File: config.mk
export PLATFORM = sky130hd
export DESIGN_NAME = intr_pair_agg
export DESIGN_NICKNAME = d
export VERILOG_FILES = /design/src/rtl/intr_agg_pkg.sv /design/src/rtl/intr_stat_blk.sv /design/src/rtl/intr_line_merge.sv /design/src/rtl/intr_vec_ack.sv /design/src/rtl/intr_pair_agg.sv
export SDC_FILE = /design/constraint.sdc
export NUM_CORES = 1
export LEC_CHECK = 0
export BUFFER_PORTS_ARGS = -buffer_cell sky130_fd_sc_hd__buf_2
export CAP_MARGIN = 0
export CORE_MARGIN = 10
export CORE_UTILIZATION = 47
export DETAILED_ROUTE_END_ITERATION = 10
export PLACE_DENSITY_LB_ADDON = 0.2
export SYNTH_ARGS = -nofsm -noshare
export SYNTH_HDL_FRONTEND = slang
export SYNTH_SLANG_ARGS = --single-unit
File: constraint.sdc
create_clock -name clk -period 3.6 [get_ports clk]
set_clock_uncertainty 0.15 [all_clocks]
set_input_delay 0.18 -clock clk [delete_from_list [all_inputs] [get_ports clk]]
set_output_delay 0.18 -clock clk [all_outputs]
set_load 0.005 [all_outputs]
File: src/rtl/intr_agg_pkg.sv
package intr_agg_pkg;
  localparam int STW       = 8;  // status / mask width
  localparam int KINDS     = 3;  // per-channel event kinds
  localparam int K_TX      = 0;
  localparam int K_RX      = 1;
  localparam int K_BRK     = 2;
  localparam int POS_CNT   = 3;
  localparam int ODD_SHIFT = 4;
  localparam int POS_IPC   = 7;

  function automatic int chan_pos(input int parity, input int kind);
    return parity * ODD_SHIFT + kind;
  endfunction
endpackage

File: src/rtl/intr_stat_blk.sv
module intr_stat_blk
  import intr_agg_pkg::*;
(
  input  logic                 clk,
  input  logic                 rst_n,
  input  logic [2*KINDS-1:0]   ch_set,
  input  logic [2*KINDS-1:0]   ch_clr,
  input  logic                 cnt_set,
  input  logic                 cnt_clr,
  input  logic                 ipc_set,
  input  logic                 ipc_clr,
  input  logic                 brk_rst,
  input  logic                 mask_we,
  input  logic [STW-1:0]       mask_wdata,
  output logic [STW-1:0]       st_q,
  output logic [STW-1:0]       mk_q
);
  logic [STW-1:0] set_v, clr_v, st_d, mk_d;

  always_comb begin
    set_v = '0;
    clr_v = '0;
    for (int p = 0; p < 2; p++) begin
      for (int k = 0; k < KINDS; k++) begin
        set_v[chan_pos(p, k)] = ch_set[p*KINDS+k];
        clr_v[chan_pos(p, k)] = ch_clr[p*KINDS+k];
      end
    end
    set_v[POS_CNT] = cnt_set;
    clr_v[POS_CNT] = cnt_clr;
    set_v[POS_IPC] = ipc_set;
    clr_v[POS_IPC] = ipc_clr;
    if (brk_rst) begin
      clr_v[chan_pos(0, K_BRK)] = 1'b1;
      clr_v[chan_pos(1, K_BRK)] = 1'b1;
    end
    // set has priority so no event is dropped
    st_d = (st_q & ~clr_v) | set_v;
    mk_d = mask_we ? mask_wdata : mk_q;
  end

  always_ff @(posedge clk or negedge rst_n) begin
    if (!rst_n) begin
      st_q <= '0;
      mk_q <= '0;
    end else begin
      st_q <= st_d;
      mk_q <= mk_d;
    end
  end
endmodule

File: src/rtl/intr_line_merge.sv
module intr_line_merge
  import intr_agg_pkg::*;
#(
  parameter int NBLK = 4,
  localparam int NLINE = NBLK / 2
)(
  input  logic                  clk,
  input  logic                  rst_n,
  input  logic [NBLK*STW-1:0]   st_flat,
  input  logic [NBLK*STW-1:0]   mk_flat,
  output logic [NLINE-1:0]      irq_q
);
  logic [NLINE-1:0] irq_d;

  for (genvar n = 0; n < NLINE; n++) begin : g_line
    logic [STW-1:0] pend_lo, pend_hi;
    assign pend_lo  = st_flat[(2*n)*STW +: STW]   & mk_flat[(2*n)*STW +: STW];
    assign pend_hi  = st_flat[(2*n+1)*STW +: STW] & mk_flat[(2*n+1)*STW +: STW];
    assign irq_d[n] = |{pend_lo, pend_hi};
  end

  always_ff @(posedge clk or negedge rst_n) begin
    if (!rst_n) irq_q <= '0;
    else        irq_q <= irq_d;
  end
endmodule

File: src/rtl/intr_vec_ack.sv
module intr_vec_ack #(
  parameter int DW = 8,
  parameter int AW = 8,
  parameter logic [AW-1:0] VEC_WADDR = 1,
  parameter logic [AW-1:0] ACK0_ADDR = 0,
  parameter logic [AW-1:0] ACK1_ADDR = 2
)(
  input  logic          clk,
  input  logic          rst_n,
  input  logic          vec_we,
  input  logic [AW-1:0] vec_addr,
  input  logic [DW-1:0] vec_wdata,
  input  logic          ack_rd,
  input  logic [AW-1:0] ack_addr,
  output logic [DW-1:0] vec_q,
  output logic [DW-1:0] rdata_q
);
  logic          vec_en, rd_hit;
  logic [DW-1:0] vec_d, rdata_d;

  always_comb begin
    vec_en  = vec_we && (vec_addr == VEC_WADDR);
    rd_hit  = (ack_addr == ACK0_ADDR) || (ack_addr == ACK1_ADDR);
    vec_d   = vec_en ? vec_wdata : vec_q;
    rdata_d = rdata_q;
    if (ack_rd) rdata_d = rd_hit ? vec_q : '0;
  end

  always_ff @(posedge clk or negedge rst_n) begin
    if (!rst_n) begin
      vec_q   <= '0;
      rdata_q <= '0;
    end else begin
      vec_q   <= vec_d;
      rdata_q <= rdata_d;
    end
  end
endmodule

File: src/rtl/intr_pair_agg.sv
module intr_pair_agg
  import intr_agg_pkg::*;
#(
  parameter int NBLK = 4,
  parameter int DW   = 8,
  parameter int AW   = 8,
  localparam int NCH   = 2 * NBLK,
  localparam int NLINE = NBLK / 2,
  localparam int BW    = $clog2(NBLK)
)(
  input  logic                 clk,
  input  logic                 rst_n,
  input  logic [NCH-1:0]       tx_set,
  input  logic [NCH-1:0]       tx_clr,
  input  logic [NCH-1:0]       rx_set,
  input  logic [NCH-1:0]       rx_clr,
  input  logic [NCH-1:0]       brk_set,
  input  logic [NCH-1:0]       brk_clr,
  input  logic [NBLK-1:0]      cnt_set,
  input  logic [NBLK-1:0]      cnt_clr,
  input  logic [NBLK-1:0]      ipc_set,
  input  logic [NBLK-1:0]      ipc_clr,
  input  logic                 brk_rst,
  input  logic [BW-1:0]        brk_rst_blk,
  input  logic                 mask_we,
  input  logic [BW-1:0]        mask_blk,
  input  logic [STW-1:0]       mask_wdata,
  input  logic                 vec_we,
  input  logic [AW-1:0]        vec_addr,
  input  logic [DW-1:0]        vec_wdata,
  input  logic                 ack_rd,
  input  logic [AW-1:0]        ack_addr,
  output logic [DW-1:0]        ack_rdata,
  output logic [NBLK*STW-1:0]  status_flat,
  output logic [NLINE-1:0]     irq
);
  logic                rst_meta_n, rst_sync_n;
  logic [NBLK*STW-1:0] mask_flat;
  logic [DW-1:0]       vec_q;

  // reset asserts at once, releases on the clock
  always_ff @(posedge clk or negedge rst_n) begin
    if (!rst_n) begin
      rst_meta_n <= 1'b0;
      rst_sync_n <= 1'b0;
    end else begin
      rst_meta_n <= 1'b1;
      rst_sync_n <= rst_meta_n;
    end
  end

  for (genvar b = 0; b < NBLK; b++) begin : g_blk
    logic [2*KINDS-1:0] cs, cc;
    assign cs = {brk_set[2*b+1], rx_set[2*b+1], tx_set[2*b+1],
                 brk_set[2*b],   rx_set[2*b],   tx_set[2*b]};
    assign cc = {brk_clr[2*b+1], rx_clr[2*b+1], tx_clr[2*b+1],
                 brk_clr[2*b],   rx_clr[2*b],   tx_clr[2*b]};
    intr_stat_blk u_blk (
      .clk        (clk),
      .rst_n      (rst_sync_n),
      .ch_set     (cs),
      .ch_clr     (cc),
      .cnt_set    (cnt_set[b]),
      .cnt_clr    (cnt_clr[b]),
      .ipc_set    (ipc_set[b]),
      .ipc_clr    (ipc_clr[b]),
      .brk_rst    (brk_rst && (brk_rst_blk == BW'(b))),
      .mask_we    (mask_we && (mask_blk == BW'(b))),
      .mask_wdata (mask_wdata),
      .st_q       (status_flat[b*STW +: STW]),
      .mk_q       (mask_flat[b*STW +: STW])
    );
  end

  intr_line_merge #(.NBLK(NBLK)) u_merge (
    .clk     (clk),
    .rst_n   (rst_sync_n),
    .st_flat (status_flat),
    .mk_flat (mask_flat),
    .irq_q   (irq)
  );

  intr_vec_ack #(.DW(DW), .AW(AW)) u_vec (
    .clk       (clk),
    .rst_n     (rst_sync_n),
    .vec_we    (vec_we),
    .vec_addr  (vec_addr),
    .vec_wdata (vec_wdata),
    .ack_rd    (ack_rd),
    .ack_addr  (ack_addr),
    .vec_q     (vec_q),
    .rdata_q   (ack_rdata)
  );
endmodule

==> run summary, run 1 <==
status = finished, final reports clean
I/O Buffers = 146
fin crit share = 42.7%
pwr/cell area = 425 nW/µm²
P_leak = 2.64 nW
met3 wire len = 683 µm
first-pass GRT wire length = 16300 µm
pre-CTS WS = 2.11 ns
share of cells above drive strength 1 = 45.2%
crit path from = brk_set[5]
Logic pwr share = 15.0%
Flop pwr share = 50.5%
Sw Pwr = 0.499 mW
synthesized flop and latch total = 84
Slew Viols, Final = 0
most common cell after layout, fill and taps aside = buf_2
sequential element share of the synthesized area = 63.5%
Hold Crit Depth = 3
Filler Cells Inserted = 438
Max Used Layer = met4
Arrival @ worst endpoint = 1.61 ns
Crit Path Max Fanout = 1
Critical Path Max Stage Delay = 0.55 ns
vias per inst = 4.89
highest clock rate = 650 MHz
Area growth syn-to-layout = 57.3%
final net count = 574
DP Cell Count = 472
initial antenna violation count = 0
cell depth of the worst flop-to-flop path = 2
Num CTS Buffers = 9
maxcap violations = 0
syn avg cell area = 14.3 µm²
Placer Congestion = 0.715
met1 wire length = 3850 µm
Starting Density = 48.4%
die height = 104 µm
vias in the first global route = 3176
CP most frequent cell = dlygate4sd3_1
crit path launch type = input port
Final Hold Violating Endpoints = 0
Final min period = 1.54 ns
sequence of cells on the critical path = dlygate4sd3_1 -> buf_2 -> a31o_2 -> dlygate4sd3_1
Sw Share = 22.5%
cell row count = 30
Synth Instances = 231
WL/cell = 16.8 µm
post-CTS setup buffers = 0
TNS Setup = 0 ns
class of the worst hold path = input port to register
worst endpoint required time = 3.67 ns
final setup vio count = 0
Slowest-stage cell, CP = dlygate4sd3_1
met2 wire len = 4950 µm
CTS HTree Levels = 3
core box area = 6830 µm²
RSZ-0062 raised after global routing = false
Pint = 1.72 mW
FF-to-FF Start = g_blk[0].u_blk.st_q[2]
Synth Net Count = 337
Clk network pwr share = 34.4%
HPWL Detailed = 6230 µm
Reg clk slew, reported paths = 0.07 ns
Worst Tran Pin Value = 1.04 ns
fin area = 5210 µm²
Finished Layout Cells = 569
setup slack after layout = 2.06 ns
Top-Level Pins = 148
post-synthesis cell area = 3310 µm²
Remaining DRCs = 0
crit path capture type = register
DRT Wirelength = 9560 µm
post-synth cell types = 21
drt pass-1 iters = 4
Final ANT Viol Nets = 0
largest net degree at the start of global routing = 83
Post-CTS Resized = 0
diodes inserted = 0
Setup CP Type = input port to register
Hold Startpoint = brk_clr[4]
clock sink count = 84
Initial DRC Count = 80
GR Overflow Total = 0
commonest non-fill, non-tap cells in the layout = 146 x buf_2, 83 x dfrtp_1, 81 x dlygate4sd3_1
Root Driver = clkbuf_8
gr usage total = 18.3%
clk_lat worst skew = 0.34 ns
Max VDD drop = 0.000259 V
Placement Cell Area = 4160 µm²
Synth Warn # = 0
hold_buf cts = 81
die area = 10800 µm²
Total Power = 2.21 mW
slew margin rel. = 30.6%
CTS tree = built
Die Wd = 104 µm
Vias = 2782
Max clock buf depth = 2
==> registers in the layout (all words and copies together) (netlist names) <==
signal,flops
u_merge.irq_q,2
u_vec.rdata_q,8
g_blk.u_blk.mk_q,32
g_blk.u_blk.st_q,32
rst_meta_n,1
rst_sync_n,1
u_vec.vec_q,8
==> through the flow <==
step	utilization [%]	hold WS, ns
2_1_floorplan	-	-0.266
4_1_cts	76.2	0.00109
3_3_place_gp	60.9	-0.184
6_report	76.2	0.0146
5_1_grt	76.2	0.0192
3_5_place_dp	60.9	-0.182
==> worst paths after layout <==
kind / slack (ns) / end
min in group asynchronous: 0.35 / g_blk[1].u_blk.st_q[5]
max in group asynchronous: 2.26 / g_blk[3].u_blk.st_q[3]
min: 0.01 / g_blk[2].u_blk.st_q[2]
min reg2reg: 0.21 / rst_sync_n
max: 2.06 / g_blk[2].u_blk.st_q[6]
max reg2reg: 2.11 / g_blk[0].u_blk.st_q[2]
==> power groups by stage <==
stage	clock, mW	sequential (mW)	combinational, mW
global placement	0	1.13	0.244
global route	0.822	1.13	0.368
detailed placement	0	1.14	0.252
finish	0.763	1.12	0.333
floorplan	0	1.12	0.137
CTS	0.784	1.12	0.328
==> cell families (layout without fill, tap and decap cells) <==
family	count (synthesis)	after routing	synth area share [%]
buffers and inverters	34	276	3.89
DFF	84	84	63.5
other	1	1	0.113
and+or+nand+nor	16	16	4.61
AOI/OAI and AO/OA	56	56	13.9
muxes	40	40	14.0
==> routing by layer <==
metal	GRT usage, %	vias up
met5	0	-
li1	-	1304
met2	32.0	101
met4	3.28	0
met1	20.8	1367
met3	7.00	10
==> cells in the mapped netlist (all sizes together) <==
library cell / count / share of area, %
mux2: 40 / 14
nor4: 2 / 0.83
a22o: 16 / 4.2
nand4b: 1 / 0.72
a31o: 8 / 2.1
buf: 1 / 0.15
a221oi: 8 / 2.1
inv: 33 / 3.7
conb: 1 / 0.11
nor3b: 2 / 0.79
a21o: 24 / 5.4
or3b: 1 / 0.26
nor2: 1 / 0.11
nand3b: 4 / 0.91
nand4: 2 / 0.38
and4b: 1 / 0.30
dfrtp: 84 / 64
nand3: 2 / 0.30
==> cell type report <==
| cell class | instances | area, µm² | area share [%] |
|---|---|---|---|
| sequential | 84 | 2110 | 40.4 |
| timing repair buffer | 227 | 1540 | 29.6 |
| multi-input combinational | 113 | 1080 | 20.7 |
| clock buffer | 13 | 169 | 3.24 |
| inverter | 33 | 124 | 2.38 |
| tap | 96 | 120 | 2.31 |
| clock inverter | 3 | 67.6 | 1.30 |
==> worst max-delay path, delay by kind of cell <==
family                 cells  cell delay [ns]
buffers and inverters      3             1.23
AOI/OAI and AO/OA          1             0.20
(Power assumes the default switching activity.)
==> run 2: changes to the inputs <==
- CORE_UTILIZATION: 47 -> 42
- clock period: 3.6 -> 1.4 ns (I/O delays scaled with it)
==> run summary, run 2 (synthesized netlist as in run 1, its figures left out) <==
status = finished, final reports clean (unchanged)
WHS Endpoint = g_blk[2].u_blk.st_q[0] (was g_blk[2].u_blk.st_q[2])
Max VDD drop = 0.000667 V (was 0.000259 V)
crit path launch type = register (was input port)
maxcap violations = 0 (unchanged)
final setup vio count = 0 (unchanged)
Root Driver = clkbuf_8 (unchanged)
core box area = 7690 µm² (was 6830 µm²)
Hold Crit Depth = 4 (was 3)
clk_lat worst skew = 0.34 ns (about the same)
pwr/cell area = 980 nW/µm² (was 425 nW/µm²)
I/O Buffers = 146 (unchanged)
DRT Wirelength = 9670 µm (was 9560 µm)
Starting Density = 43.1% (was 48.4%)
HPWL Detailed = 6440 µm (was 6230 µm)
WL/cell = 16.3 µm (was 16.8 µm)
final net count = 593 (was 574)
class of the worst hold path = input port to register (unchanged)
P_leak = 2.73 nW (was 2.64 nW)
Filler Cells Inserted = 553 (was 438)
Num CTS Buffers = 9 (unchanged)
commonest non-fill, non-tap cells in the layout = 146 x buf_2, 85 x dlygate4sd3_1, 83 x dfrtp_1 (was 146 x buf_2, 83 x dfrtp_1, 81 x dlygate4sd3_1)
Max clock buf depth = 2 (unchanged)
Final min period = 1.38 ns
Setup CP Type = register to register (was input port to register)
cell depth of the worst flop-to-flop path = 2 (unchanged)
Crit Path Max Fanout = 3 (was 1)
gr usage total = 16.1% (was 18.3%)
setup slack after layout = 0.0242 ns (was 2.06 ns)
r2r endpoint = g_blk[3].u_blk.st_q[7] (was g_blk[0].u_blk.st_q[2])
Largest regs = g_blk.u_blk.mk_q x32, g_blk.u_blk.st_q x32 (unchanged)
Critical Path Max Stage Delay = 0.55 ns (about the same)
sequence of cells on the critical path = a21o_1 -> dlygate4sd3_1 (was dlygate4sd3_1 -> buf_2 -> a31o_2 -> dlygate4sd3_1)
Vias = 2791 (was 2782)
highest clock rate = 727 MHz
drt pass-1 iters = 4 (unchanged)
cell row count = 32 (was 30)
CTS tree = built (unchanged)
clock sink count = 84 (unchanged)
FF-to-FF Start = g_blk[3].u_blk.st_q[7] (was g_blk[0].u_blk.st_q[2])
die area = 11800 µm² (was 10800 µm²)
die height = 109 µm (was 104 µm)
Slew Viols, Final = 0 (unchanged)
Final ANT Viol Nets = 0 (unchanged)
crit path capture type = register (unchanged)
GR Overflow Total = 0 (unchanged)
Total Power = 5.22 mW (was 2.21 mW)
Hold Startpoint = tx_clr[4] (was brk_clr[4])
Remaining DRCs = 0 (unchanged)
Initial DRC Count = 79 (was 80)
vias in the first global route = 3039 (was 3176)
share of cells above drive strength 1 = 46.4% (was 45.2%)
Top-Level Pins = 148 (unchanged)
CTS HTree Levels = 3 (unchanged)
most common cell after layout, fill and taps aside = buf_2 (unchanged)
TNS Setup = 0 ns (unchanged)
largest net degree at the start of global routing = 50 (was 83)
Slowest-stage cell, CP = dlygate4sd3_1 (unchanged)
pre-CTS WS = 0.0252 ns (was 2.11 ns)
fin crit share = 98.3%
Final Hold Violating Endpoints = 0 (unchanged)
initial antenna violation count = 0 (unchanged)
Area growth syn-to-layout = 60.8% (was 57.3%)
first-pass GRT wire length = 15000 µm (was 16300 µm)
Arrival @ worst endpoint = 1.45 ns (was 1.61 ns)
Placer Congestion = 0.778 (was 0.715)
vias per inst = 4.71 (was 4.89)
worst endpoint required time = 1.48 ns (was 3.67 ns)
Die Wd = 109 µm (was 104 µm)
diodes inserted = 0 (unchanged)
Reg clk slew, reported paths = 0.08 ns (was 0.07 ns)
R2R Setup Slk = 0.02 ns (was 2.11 ns)
-- run 2: changes by cell type in the layout (fill, tap and decap cells not counted), sizes merged --
cell | before | now
buf | 146 | 160
bufinv | 2 | 0
clkbuf | 13 | 11
clkinv | 0 | 4
clkinvlp | 1 | 0
dlygate4sd3 | 81 | 85
dlymetal6s4s | 0 | 1
-- run 2: timing repair --
item	4_1_cts	5_1_grt
endpoints found under the hold margin	74	11
setup endpoints to repair	0	23
setup buffers	0	9
gates resized for setup	0	4
hold buffers	86	11
-- run 2: routing by layer --
metal	routed length [µm]	global-route usage [%]
met1	3720	17.8
met2	5130	28.8
met3	743	6.02
met4	78	3.30
met5	0	0
-- run 2: area by class of cell --
cell class / instances / area (µm²) / share of cell area [%]
clock buffer: 11 / 131 / 2.47
timing repair buffer: 246 / 1710 / 32.2
tap: 102 / 128 / 2.40
multi-input combinational: 113 / 1090 / 20.6
sequential: 84 / 2110 / 39.6
inverter: 33 / 124 / 2.33
clock inverter: 4 / 27.5 / 0.517
-- run 2: worst max-delay path: cells and delay by family (launching register included) --
family	cells	cell delay, ns
flip-flops	1	0.41
AO/OA/AOI/OAI	1	0.16
buffers and inverters	1	0.55
-- run 2: how the worst max path moves through the flow --
| stage | end | cells after the start | start | slack [ns] |
|---|---|---|---|---|
| 2_1_floorplan | u_vec.vec_q[5] | 3 | vec_addr[1] | 0.21 |
| 3_3_place_gp | u_vec.vec_q[6] | 4 | vec_addr[1] | 0.04 |
| 3_5_place_dp | u_vec.vec_q[5] | 4 | vec_addr[1] | 0.03 |
| 4_1_cts | g_blk[3].u_blk.st_q[5] | 2 | g_blk[3].u_blk.st_q[5] | 0.01 |
| 5_1_grt | g_blk[3].u_blk.st_q[3] | 2 | g_blk[3].u_blk.st_q[3] | -0.002 |
| 6_report | g_blk[3].u_blk.st_q[7] | 2 | g_blk[3].u_blk.st_q[7] | 0.02 |
-- run 2: per-stage QoR --
step | area [µm²] | utilization [%] | instances | hold slack (ns)
floorplan | 3310 | - | 231 | -0.376
global placement | 4220 | 54.9 | 483 | -0.295
detailed placement | 4220 | 54.9 | 483 | -0.294
CTS | 5240 | 68.1 | 584 | 0.0329
global route | 5320 | 69.2 | 593 | 0.0455
finish | 5320 | 69.2 | 593 | 0.0430
-- run 2: power breakdown --
group | leakage [nW] | switching [mW] | internal, mW | total, mW
Sequential | 0.986 | 0.153 | 2.68 | 2.83
Clock | 0.0831 | 0.810 | 0.636 | 1.45
Combinational | 1.66 | 0.322 | 0.615 | 0.936
==> run 3: changes to the inputs <==
- SETUP_SLACK_MARGIN: not set -> 0.1
==> run summary, run 3 (synthesized netlist as in run 1, its figures left out) <==
DRT Wirelength = 9670 µm (about the same)
failing checks = negative hold slack
Max clock buf depth = 2 (unchanged)
core box area = 7690 µm² (unchanged)
clock sink count = 84 (unchanged)
maxcap violations = 0 (unchanged)
Placement Cell Area = 4220 µm² (unchanged)
crit path capture type = register (unchanged)
Max VDD drop = 0.000638 V (was 0.000667 V)
share of cells above drive strength 1 = 46.6% (was 46.4%)
fin util = 68.4% (was 69.2%)
DP Cell Count = 483 (unchanged)
largest net degree at the start of global routing = 50 (unchanged)
most common cell after layout, fill and taps aside = buf_2 (unchanged)
GR Overflow Total = 0 (unchanged)
first-pass GRT wire length = 15700 µm (was 15000 µm)
Starting Density = 43.1% (unchanged)
commonest non-fill, non-tap cells in the layout = 146 x buf_2, 84 x dlygate4sd3_1, 83 x dfrtp_1 (was 146 x buf_2, 85 x dlygate4sd3_1, 83 x dfrtp_1)
Slew Viols, Final = 0 (unchanged)
fin crit share = 92.3% (was 98.3%)
pwr/cell area = 989 nW/µm² (was 980 nW/µm²)
class of the worst hold path = input port to register (unchanged)
CTS tree = built (unchanged)
Filler Cells Inserted = 566 (was 553)
Largest regs = g_blk.u_blk.mk_q x32, g_blk.u_blk.st_q x32 (unchanged)
Placer Congestion = 0.778 (unchanged)
Remaining DRCs = 0 (unchanged)
diodes inserted = 0 (unchanged)
Vias = 2772 (was 2791)
cell row count = 32 (unchanged)
Root Driver = clkbuf_8 (unchanged)
Reg clk slew, reported paths = 0.08 ns (about the same)
crit path launch type = register (unchanged)
I/O Buffers = 146 (unchanged)
status = finished with violations (was finished, final reports clean)
HPWL Detailed = 6440 µm (unchanged)
Final ANT Viol Nets = 0 (unchanged)
CTS HTree Levels = 3 (unchanged)
Area growth syn-to-layout = 59.0% (was 60.8%)
P_leak = 2.68 nW (was 2.73 nW)
Top-Level Pins = 148 (unchanged)
hold_buf cts = 84 (was 86)
clk_lat worst skew = 0.34 ns (about the same)
final setup vio count = 0 (unchanged)
fin area = 5260 µm² (was 5320 µm²)
Setup CP Type = register to register (unchanged)
RSZ-0062 raised after global routing = true
Die Wd = 109 µm (unchanged)
Initial DRC Count = 86 (was 79)
die height = 109 µm (unchanged)
Arrival @ worst endpoint = 1.34 ns (was 1.45 ns)
Final Hold Violating Endpoints = 2 (was 0)
gr usage total = 16.8% (was 16.1%)
vias in the first global route = 3078 (was 3039)
WL/cell = 16.6 µm (was 16.3 µm)
vias per inst = 4.75 (was 4.71)
highest clock rate = 774 MHz (was 727 MHz)
hold slack = -0.00914 ns (was 0.0430 ns)
Finished Layout Cells = 583 (was 593)
Final min period = 1.29 ns (was 1.38 ns)
final net count = 583 (was 593)
die area = 11800 µm² (unchanged)
initial antenna violation count = 0 (unchanged)
drt pass-1 iters = 5 (was 4)
worst endpoint required time = 1.45 ns (was 1.48 ns)
Num CTS Buffers = 9 (unchanged)
TNS Setup = 0 ns (unchanged)
Crit Path Max Fanout = 3 (unchanged)
run 3: changes by cell type in the layout (fill, tap and decap cells not counted):
cell	change
a221oi_1	-4
buf_4	-8
or3b_2	+1
dlymetal6s4s_1	-1
or3b_4	-1
a221oi_2	+4
dlygate4sd3_1	-1
run 3: through the flow:
step	setup slack [ns]	power, mW
finish	0.108	5.20
global route	0.0678	5.49
CTS	0.0931	5.25
detailed placement	0.0252	3.59
global placement	0.0381	3.56
floorplan	0.207	3.23
run 3: critical path, cell delays in order, from the launching register on:
cell,delay (ns)
dfrtp_1,0.41
a22o_1,0.23
a221oi_2,0.24
nand4_1,0.12
run 3: power breakdown:
part	internal, mW	switching [mW]
clock	0.636	0.807
combinational	0.593	0.319
sequential	2.68	0.169
total	3.91	1.29
run 3: timing repair:
action / 4_1_cts / 5_1_grt
hold endpoints to repair: 74 / 4
buffers inserted: 0 / 1
pin swaps: 0 / 1
gates resized for setup: 3 / 3
endpoints found under the setup margin: 2 / 2
run 3: cell type report:
type	instances	area (µm²)	share of cell area (%)
tap	102	128	2.43
clock inverter	4	27.5	0.523
sequential	84	2110	40.0
inverter	33	124	2.35
multi-input combinational	113	1120	21.2
clock buffer	11	131	2.50
timing repair buffer	236	1630	31.0
run 3: layer usage:
metal / up-vias / routed length (µm) / track usage, %
met5: - / 0 / 0
met4: 0 / 66 / 3.30
met3: 7 / 696 / 6.43
met2: 88 / 5130 / 30.2
met1: 1353 / 3780 / 18.5
li1: 1324 / - / -
run 3: path summary, 6_finish.rpt:
check                                        from                endpoint  slack [ns]  cells after the start
setup / recovery           g_blk[3].u_blk.st_q[0]        u_merge.irq_q[1]        0.11                      3
hold / removal                     brk_rst_blk[1]  g_blk[0].u_blk.st_q[6]      -0.009                      3
setup reg to reg           g_blk[3].u_blk.st_q[0]        u_merge.irq_q[1]        0.11                      3
hold reg to reg                        rst_sync_n  g_blk[1].u_blk.st_q[0]        0.14                      1
max in group asynchronous                   rst_n              rst_sync_n        0.55                      3
min in group asynchronous              rst_sync_n  g_blk[1].u_blk.st_q[0]        0.14                      1
